--- src/rtl/elog_pkg.sv ---
package elog_pkg;

   typedef enum logic [1:0] {
      SEL_FIRST = 2'd0,
      SEL_NEXT  = 2'd1,
      SEL_CHK   = 2'd2,
      SEL_INFO  = 2'd3
   } reg_sel_e;

endpackage

--- src/rtl/elog_src_map.sv ---
module elog_src_map #(
   parameter int LO_W     = 31,
   parameter int NPROTO   = 4,
   parameter int PROTO_HI = 30,
   parameter int DED_POS  = 0
) (
   input  logic              ded_err,
   input  logic [NPROTO-1:0] proto_err,
   output logic [LO_W-1:0]   hw_evt
);

   localparam int PROTO_LO = PROTO_HI - NPROTO + 1;

   if (PROTO_HI >= LO_W) begin : g_bad_hi
      $error("protocol bits overlap the collision bit");
   end
   if (DED_POS >= PROTO_LO) begin : g_bad_ded
      $error("DED position overlaps protocol bits");
   end

   logic [LO_W-1:0] proto_map;
   logic [LO_W-1:0] ded_map;

   for (genvar b = 0; b < LO_W; b++) begin : g_bit
      if (b >= PROTO_LO && b <= PROTO_HI) begin : g_proto
         assign proto_map[b] = proto_err[b-PROTO_LO];
      end else begin : g_none
         assign proto_map[b] = 1'b0;
      end
      if (b == DED_POS) begin : g_ded
         assign ded_map[b] = ded_err;
      end else begin : g_noded
         assign ded_map[b] = 1'b0;
      end
   end

   assign hw_evt = proto_map | ded_map;

endmodule

--- src/rtl/elog_status.sv ---
module elog_status #(
   parameter int STAT_W  = 32,
   parameter int DED_POS = 0
) (
   input  logic              clk,
   input  logic              rst_n,
   input  logic [STAT_W-2:0] hw_evt,
   input  logic [STAT_W-1:0] clr,
   output logic [STAT_W-1:0] first_q,
   output logic [STAT_W-1:0] next_q,
   output logic              ctx_load,
   output logic              collide
);

   localparam int LO_W = STAT_W - 1;

   if (STAT_W < 8) begin : g_bad_w
      $error("status word too narrow");
   end

   logic [LO_W-1:0] clr_lo;
   logic [LO_W-1:0] f_lo;
   logic [LO_W-1:0] n_lo;
   logic            f_top;
   logic            first_empty;

   assign clr_lo      = clr[LO_W-1:0];
   assign first_empty = (first_q == '0);
   assign collide     = (|clr_lo) && (|hw_evt);

   always_comb begin
      ctx_load = 1'b0;
      f_lo     = first_q[LO_W-1:0];
      n_lo     = next_q[LO_W-1:0];
      if (collide) begin
         f_lo = (f_lo & ~clr_lo) | hw_evt;
         n_lo = n_lo & ~clr_lo;
      end else if (first_empty) begin
         f_lo     = hw_evt;
         n_lo     = n_lo & ~clr_lo;
         ctx_load = hw_evt[DED_POS];
      end else begin
         f_lo = f_lo & ~clr_lo;
         n_lo = (n_lo | hw_evt) & ~clr_lo;
      end
      f_top = (collide | (first_q[LO_W] & ~clr[LO_W])) & (|f_lo);
   end

   always_ff @(posedge clk or negedge rst_n) begin
      if (!rst_n) begin
         first_q <= '0;
         next_q  <= '0;
      end else begin
         first_q <= {f_top, f_lo};
         next_q  <= {1'b0, n_lo};
      end
   end

   p_first_load_r2: assert property (@(posedge clk) disable iff (!rst_n)
      (first_q == '0 && clr == '0) |=> first_q[LO_W-1:0] == $past(hw_evt));

   p_first_hold_r3: assert property (@(posedge clk) disable iff (!rst_n)
      (first_q != '0 && clr == '0) |=> first_q == $past(first_q));

   p_w1c_r4: assert property (@(posedge clk) disable iff (!rst_n)
      (clr != '0 && hw_evt == '0) |=>
         ((first_q & $past(clr)) == '0 && (next_q[LO_W-1:0] & $past(clr_lo)) == '0));

   p_collide_r8: assert property (@(posedge clk) disable iff (!rst_n)
      collide |=> first_q[LO_W] && ((first_q[LO_W-1:0] & $past(hw_evt)) == $past(hw_evt)));

   p_lone_top_r9: assert property (@(posedge clk) disable iff (!rst_n)
      first_q[LO_W] |-> (first_q[LO_W-1:0] != '0));

   p_next_top_r9: assert property (@(posedge clk) disable iff (!rst_n)
      !next_q[LO_W]);

endmodule

--- src/rtl/elog_ctx.sv ---
module elog_ctx #(
   parameter int ECC_W   = 8,
   parameter int TID_W   = 6,
   parameter int CHUNK_W = 3,
   parameter int INFO_W  = 16
) (
   input  logic               clk,
   input  logic               rst_n,
   input  logic               load,
   input  logic [ECC_W-1:0]   ecc_in,
   input  logic [TID_W-1:0]   tid_in,
   input  logic [CHUNK_W-1:0] chunk_in,
   output logic [ECC_W-1:0]   ecc_q,
   output logic [INFO_W-1:0]  info_q
);

   localparam int USED_W = TID_W + CHUNK_W;
   localparam int PAD_W  = INFO_W - USED_W;

   if (USED_W > INFO_W) begin : g_bad_info
      $error("transaction info fields exceed the word");
   end

   logic [INFO_W-1:0] info_d;

   if (PAD_W > 0) begin : g_pad
      assign info_d = {{PAD_W{1'b0}}, chunk_in, tid_in};
   end else begin : g_nopad
      assign info_d = {chunk_in, tid_in};
   end

   always_ff @(posedge clk or negedge rst_n) begin
      if (!rst_n) begin
         ecc_q  <= '0;
         info_q <= '0;
      end else if (load) begin
         ecc_q  <= ecc_in;
         info_q <= info_d;
      end
   end

endmodule

--- src/rtl/err_first_next_log.sv ---
module err_first_next_log
   import elog_pkg::*;
#(
   parameter int STAT_W   = 32,
   parameter int ECC_W    = 8,
   parameter int TID_W    = 6,
   parameter int CHUNK_W  = 3,
   parameter int INFO_W   = 16,
   parameter int NPROTO   = 4,
   parameter int PROTO_HI = 30,
   parameter int DED_POS  = 0
) (
   input  logic               clk,
   input  logic               rst_n,
   input  logic               ded_err,
   input  logic [ECC_W-1:0]   ded_ecc,
   input  logic [TID_W-1:0]   ded_tid,
   input  logic [CHUNK_W-1:0] ded_chunk,
   input  logic [NPROTO-1:0]  proto_err,
   input  logic               reg_wr,
   input  logic [1:0]         reg_addr,
   input  logic [STAT_W-1:0]  reg_wdata,
   output logic [STAT_W-1:0]  reg_rdata,
   output logic               any_err
);

   localparam int LO_W = STAT_W - 1;

   if (ECC_W > STAT_W || INFO_W > STAT_W) begin : g_bad_ctx
      $error("context register wider than read port");
   end

   logic [LO_W-1:0]   hw_evt;
   logic [STAT_W-1:0] clr;
   logic [STAT_W-1:0] first_q;
   logic [STAT_W-1:0] next_q;
   logic              ctx_load;
   logic              collide;
   logic [ECC_W-1:0]  ecc_q;
   logic [INFO_W-1:0] info_q;
   reg_sel_e          sel;

   assign sel = reg_sel_e'(reg_addr);
   assign clr = (reg_wr && sel == SEL_FIRST) ? reg_wdata : '0;

   elog_src_map #(
      .LO_W(LO_W), .NPROTO(NPROTO), .PROTO_HI(PROTO_HI), .DED_POS(DED_POS)
   ) u_map (
      .ded_err(ded_err), .proto_err(proto_err), .hw_evt(hw_evt)
   );

   elog_status #(
      .STAT_W(STAT_W), .DED_POS(DED_POS)
   ) u_stat (
      .clk(clk), .rst_n(rst_n), .hw_evt(hw_evt), .clr(clr),
      .first_q(first_q), .next_q(next_q), .ctx_load(ctx_load), .collide(collide)
   );

   elog_ctx #(
      .ECC_W(ECC_W), .TID_W(TID_W), .CHUNK_W(CHUNK_W), .INFO_W(INFO_W)
   ) u_ctx (
      .clk(clk), .rst_n(rst_n), .load(ctx_load),
      .ecc_in(ded_ecc), .tid_in(ded_tid), .chunk_in(ded_chunk),
      .ecc_q(ecc_q), .info_q(info_q)
   );

   always_comb begin
      unique case (sel)
         SEL_FIRST: reg_rdata = first_q;
         SEL_NEXT:  reg_rdata = next_q;
         SEL_CHK:   reg_rdata = {{(STAT_W-ECC_W){1'b0}}, ecc_q};
         default:   reg_rdata = {{(STAT_W-INFO_W){1'b0}}, info_q};
      endcase
   end

   assign any_err = (|first_q[LO_W-1:0]) | (|next_q[LO_W-1:0]);

   p_ctx_stale_r8: assert property (@(posedge clk) disable iff (!rst_n)
      collide |=> (ecc_q == $past(ecc_q) && info_q == $past(info_q)));

   p_ctx_hold_r7: assert property (@(posedge clk) disable iff (!rst_n)
      (first_q != '0) |=> (ecc_q == $past(ecc_q) && info_q == $past(info_q)));

   p_any_top_r10: assert property (@(posedge clk) disable iff (!rst_n)
      first_q[LO_W] |-> any_err);

endmodule

--- config.mk ---
export PLATFORM = sky130hd
export DESIGN_NAME = err_first_next_log
export DESIGN_NICKNAME = d
export VERILOG_FILES = /design/src/rtl/elog_pkg.sv /design/src/rtl/elog_src_map.sv /design/src/rtl/elog_status.sv /design/src/rtl/elog_ctx.sv /design/src/rtl/err_first_next_log.sv
export SDC_FILE = /design/constraint.sdc
export NUM_CORES = 1
export LEC_CHECK = 0
export ABC_CLOCK_PERIOD_IN_PS = 5300
export BUFFER_PORTS_ARGS = -buffer_cell sky130_fd_sc_hd__buf_2
export CAP_MARGIN = 15
export CORE_MARGIN = 2
export CORE_UTILIZATION = 57
export DETAILED_ROUTE_END_ITERATION = 12
export PLACE_DENSITY = 0.82
export SLEW_MARGIN = 10
export SYNTH_ARGS = -nofsm -noshare
export SYNTH_HDL_FRONTEND = slang
export SYNTH_SLANG_ARGS = --single-unit
--- constraint.sdc ---
create_clock -name clk -period 5.3 [get_ports clk]
set_input_delay 0 -clock clk [delete_from_list [all_inputs] [get_ports clk]]
set_output_delay 0 -clock clk [all_outputs]
set_load 0.05 [all_outputs]
==> metrics.log <==
[metrics] area enclosed by the die boundary: 7120 sq um
[metrics] vias in the first global route: 3,175
[metrics] power consumption: around 0.0014 W
[metrics] Cell Area, Synth: ~3700 sq um
[metrics] max-capacitance violation count: 0
[metrics] number of standard cells in the final layout excluding fillers: 524
[metrics] worst endpoint data arrival time: around 2.8 ns
[metrics] number of clock sinks seen by CTS: 80
[metrics] fraction of the yosys area taken by sequential cells: 54.4%
[metrics] synthesized flop and latch total: 80
[metrics] final core utilization: 77.9%
[metrics] Wirelength per Cell: about 20 um
[metrics] DPL Wire Length: 6.61 mm
[metrics] register area: between 2000 and 2500 sq um
[metrics] worst-case reg-to-reg path depth: 6
[metrics] area of the core: roughly 6300 sq um
[metrics] setup TNS after final layout: 0 ns
[metrics] highest-count cells in the layout ignoring fill and taps: sky130_fd_sc_hd__buf_2, sky130_fd_sc_hd__dfrtp_1, sky130_fd_sc_hd__dlygate4sd3_1
[metrics] final hold vios: 0
[metrics] gate count after technology mapping: approximately 300
[metrics] outcome: completed
[metrics] Setup Skew: 0.0138 ns
[metrics] worst rel slew slack: 30.0%
[metrics] RSZ-0062 raised after global routing: false
[metrics] Final setup viols: 0
[metrics] DRC marker count from the first detailed-route iteration: 352
[metrics] layout cell share with drive strength beyond 1: 30.0%
[metrics] area growth from synthesis to layout: 33.7%
[metrics] wire length of the first global-routing pass: 16.7 mm
[metrics] count of fill cells added during filler insertion: around 400
[metrics] cts hold-fix bufs: 59
[metrics] reg2reg setup slack: between 2 and 3 ns
[metrics] largest net degree at the start of global routing: roughly 80
[metrics] setup bufs post-CTS: 0
[metrics] initial core utilization: between 50 and 60%
[metrics] nets in the synthesized netlist: 354
[metrics] largest driver fanout on the critical path: 7
[metrics] Post-Syn Area per Cell: 12.5 sq um
[metrics] PostCTS Resize Cnt: 0
[metrics] maximum buffer depth of the clock tree: 2
[metrics] combined buffer and inverter count along the critical path: 1
[metrics] max-slew violations: 0
[metrics] maximum ir drop on the vdd rail: approximately 0.23 mV
[metrics] most frequent standard cell in the layout excluding fill and tap cells: sky130_fd_sc_hd__buf_2
[metrics] Placed Instances: 448
[metrics] startpoint-to-endpoint class of the critical path: reg -> reg
[metrics] latest clock arrival within the worst-skew pair: 0.35 ns
[metrics] clock root cell: sky130_fd_sc_hd__clkbuf_8
[metrics] antenna violations before repair: 0
[metrics] routed wire length: 10.5 mm
[metrics] number of buffers created by CTS: 9
[metrics] number of library cell types mapped by synthesis: 32
[metrics] Worst-path clk slew: roughly 0.090 ns
[metrics] residual overflow from global routing: 0
[metrics] FF-to-FF End: u_stat.next_q[0]
[metrics] area of combinational cells with multiple inputs: roughly 1600 sq um
[metrics] Yosys warnings: 0
[metrics] depth of the critical timing path with buffers and inverters included: 6
[metrics] CP top delay family: simple AND/OR/NAND/NOR gates
[metrics] startpoint of the worst register-to-register path: u_stat.first_q[2]
[metrics] worst stage delay on the critical path: 0.58 ns
[metrics] total via count after detailed routing: roughly 3,200
[metrics] standard-cell rows: 29
[metrics] cells traversed along the worst timing path: nor4_1 > nand4_1 > or3_1 > a31oi_1 > a21oi_1 > dlygate4sd3_1
[metrics] input/output buffers: 91
[metrics] drt drc: 0
[metrics] gpl congestion: approximately 0.86
[metrics] y dimension of the die: 84.4 um
[metrics] antenna viol nets, final: 0
[metrics] global-route usage over all layers: 30.1%
[metrics] Period Utilization, post-route: 48.3%
[metrics] number of nets in the final layout: 500
[metrics] sort of element at the end of the critical path: register
[metrics] actual slew at the worst max-slew pin: 1.05 ns
[metrics] overall die width: 84.4 um
[metrics] hold crit path type: in -> async
[metrics] required time of the worst setup path: 5.53 ns
[metrics] number of placed I/O pins: 92
[metrics] P_leak: around 2.4 nW
[metrics] critical path startpoint category: register
[metrics] vias per cell: 6.13
[metrics] number of optimization iterations in the first detailed-route pass: 5
[metrics] Max Clk Rate: around 390 MHz
[metrics] CTS tree: done
[metrics] Tmin final: roughly 2.6 ns
[metrics] Pwr per Cell Area: 284 nW/um^2
[metrics] slowest cell on the critical path: sky130_fd_sc_hd__dlygate4sd3_1
[metrics] number of H-tree levels: 3
## worst max-delay path by stage
stage                                 start            endpoint  slack, ns
after floorplan                 reg_addr[0]       reg_rdata[31]       3.48
after global placement          reg_addr[0]  u_stat.first_q[31]       2.73
after detailed placement        reg_addr[0]  u_stat.first_q[31]       2.61
after CTS                 u_stat.first_q[2]   u_stat.next_q[29]       2.84
after global routing      u_stat.first_q[2]   u_stat.next_q[27]       2.65
final                     u_stat.first_q[2]    u_stat.next_q[0]       2.74
## synthesized netlist by cell type
library cell                count  area share [%]
sky130_fd_sc_hd__mux4_1         2             1.4
sky130_fd_sc_hd__clkbuf_2       1            0.14
sky130_fd_sc_hd__a22o_1         3            0.71
sky130_fd_sc_hd__a31oi_1        5            0.85
sky130_fd_sc_hd__nor4_1        24             4.1
sky130_fd_sc_hd__nand3_1        1            0.14
sky130_fd_sc_hd__or4_1          4            0.82
sky130_fd_sc_hd__dfrtp_1       80              54
sky130_fd_sc_hd__nand4_1        6             1.0
sky130_fd_sc_hd__mux2i_1       23             6.3
sky130_fd_sc_hd__nor3_1         5            0.68
sky130_fd_sc_hd__buf_6          4             1.2
sky130_fd_sc_hd__nand2_1        6            0.61
sky130_fd_sc_hd__nand3_2        1            0.27
sky130_fd_sc_hd__mux4_2         6             3.7
sky130_fd_sc_hd__nor3b_1        1            0.20
sky130_fd_sc_hd__and4_1         1            0.24
sky130_fd_sc_hd__or3_1          2            0.34
sky130_fd_sc_hd__nor3b_4        1            0.51
sky130_fd_sc_hd__nor2_1        23             2.3
sky130_fd_sc_hd__buf_1          3            0.31
sky130_fd_sc_hd__a21boi_1       2            0.41
sky130_fd_sc_hd__clkbuf_1       6            0.61
sky130_fd_sc_hd__a21boi_0      53              11
sky130_fd_sc_hd__a21oi_1        5            0.68
sky130_fd_sc_hd__mux2_2        17             5.2
sky130_fd_sc_hd__a21o_1         3            0.61
sky130_fd_sc_hd__a2111oi_0      2            0.48
sky130_fd_sc_hd__o21ai_0        1            0.14
sky130_fd_sc_hd__o211ai_2       1            0.34
sky130_fd_sc_hd__buf_2          2            0.27
sky130_fd_sc_hd__a32oi_1        1            0.24
## kinds of logic after synthesis
kind of cell	Yosys count	share of synthesized area (%)
muxes	48	16.6
DFF	80	54.4
AOI/OAI and AO/OA	76	15.3
and+or+nand+nor	75	11.3
buffers and inverters	16	2.55
## worst reg2reg max path: stages (launching register included)
cell and delay [ns]:
sky130_fd_sc_hd__dfrtp_1 0.42, sky130_fd_sc_hd__nor4_1 0.35, sky130_fd_sc_hd__nand4_1 0.22, sky130_fd_sc_hd__or3_1 0.54, sky130_fd_sc_hd__a31oi_1 0.26, sky130_fd_sc_hd__a21oi_1 0.07
sky130_fd_sc_hd__dlygate4sd3_1 0.58
## power breakdown
group / internal [W] / switching [W] / total (W) / leakage, nW
clock network: 0.000175 / 0.000236 / 0.000411 / 0.0866
registers: 0.000665 / 0.0000367 / 0.000701 / 1.07
logic: 0.000131 / 0.000155 / 0.000286 / 1.23
total: 0.000970 / 0.000427 / 0.00140 / 2.39
## stage by stage
stage               setup slack (ns)  instance area, sq um  hold slack [ns]
finish                          2.74                  4920            0.358
CTS                             2.84                  4920            0.383
global route                    2.65                  4920            0.408
floorplan                       3.48                  3680           -0.296
detailed placement              2.61                  4150            0.208
global placement                2.73                  4150            0.205
## per-layer routing
metal | share of wire (%) | vias to the layer above | track usage [%]
li1 | - | 1420 | -
met1 | 41 | 1574 | 41.9
met2 | 51 | 188 | 49.6
met3 | 6.2 | 28 | 3.64
met4 | 2.4 | 0 | 10.8
met5 | 0 | - | 0
## flip-flops by register name, summed over array words and instances, names as in the netlist
name,cells
u_ctx.ecc_q,8
u_stat.first_q,32
u_ctx.info_q,9
u_stat.next_q,31
## layout make-up
type                    count  area share, %
flip-flops and latches     80           40.7
multi-input cells         199           32.2
repair buffers            151           21.5
clock buffers               9           2.52
well taps                  77           1.96
clock inverters             7           1.12
diodes                      1         0.0509
Power figures use the tool's default switching activity.
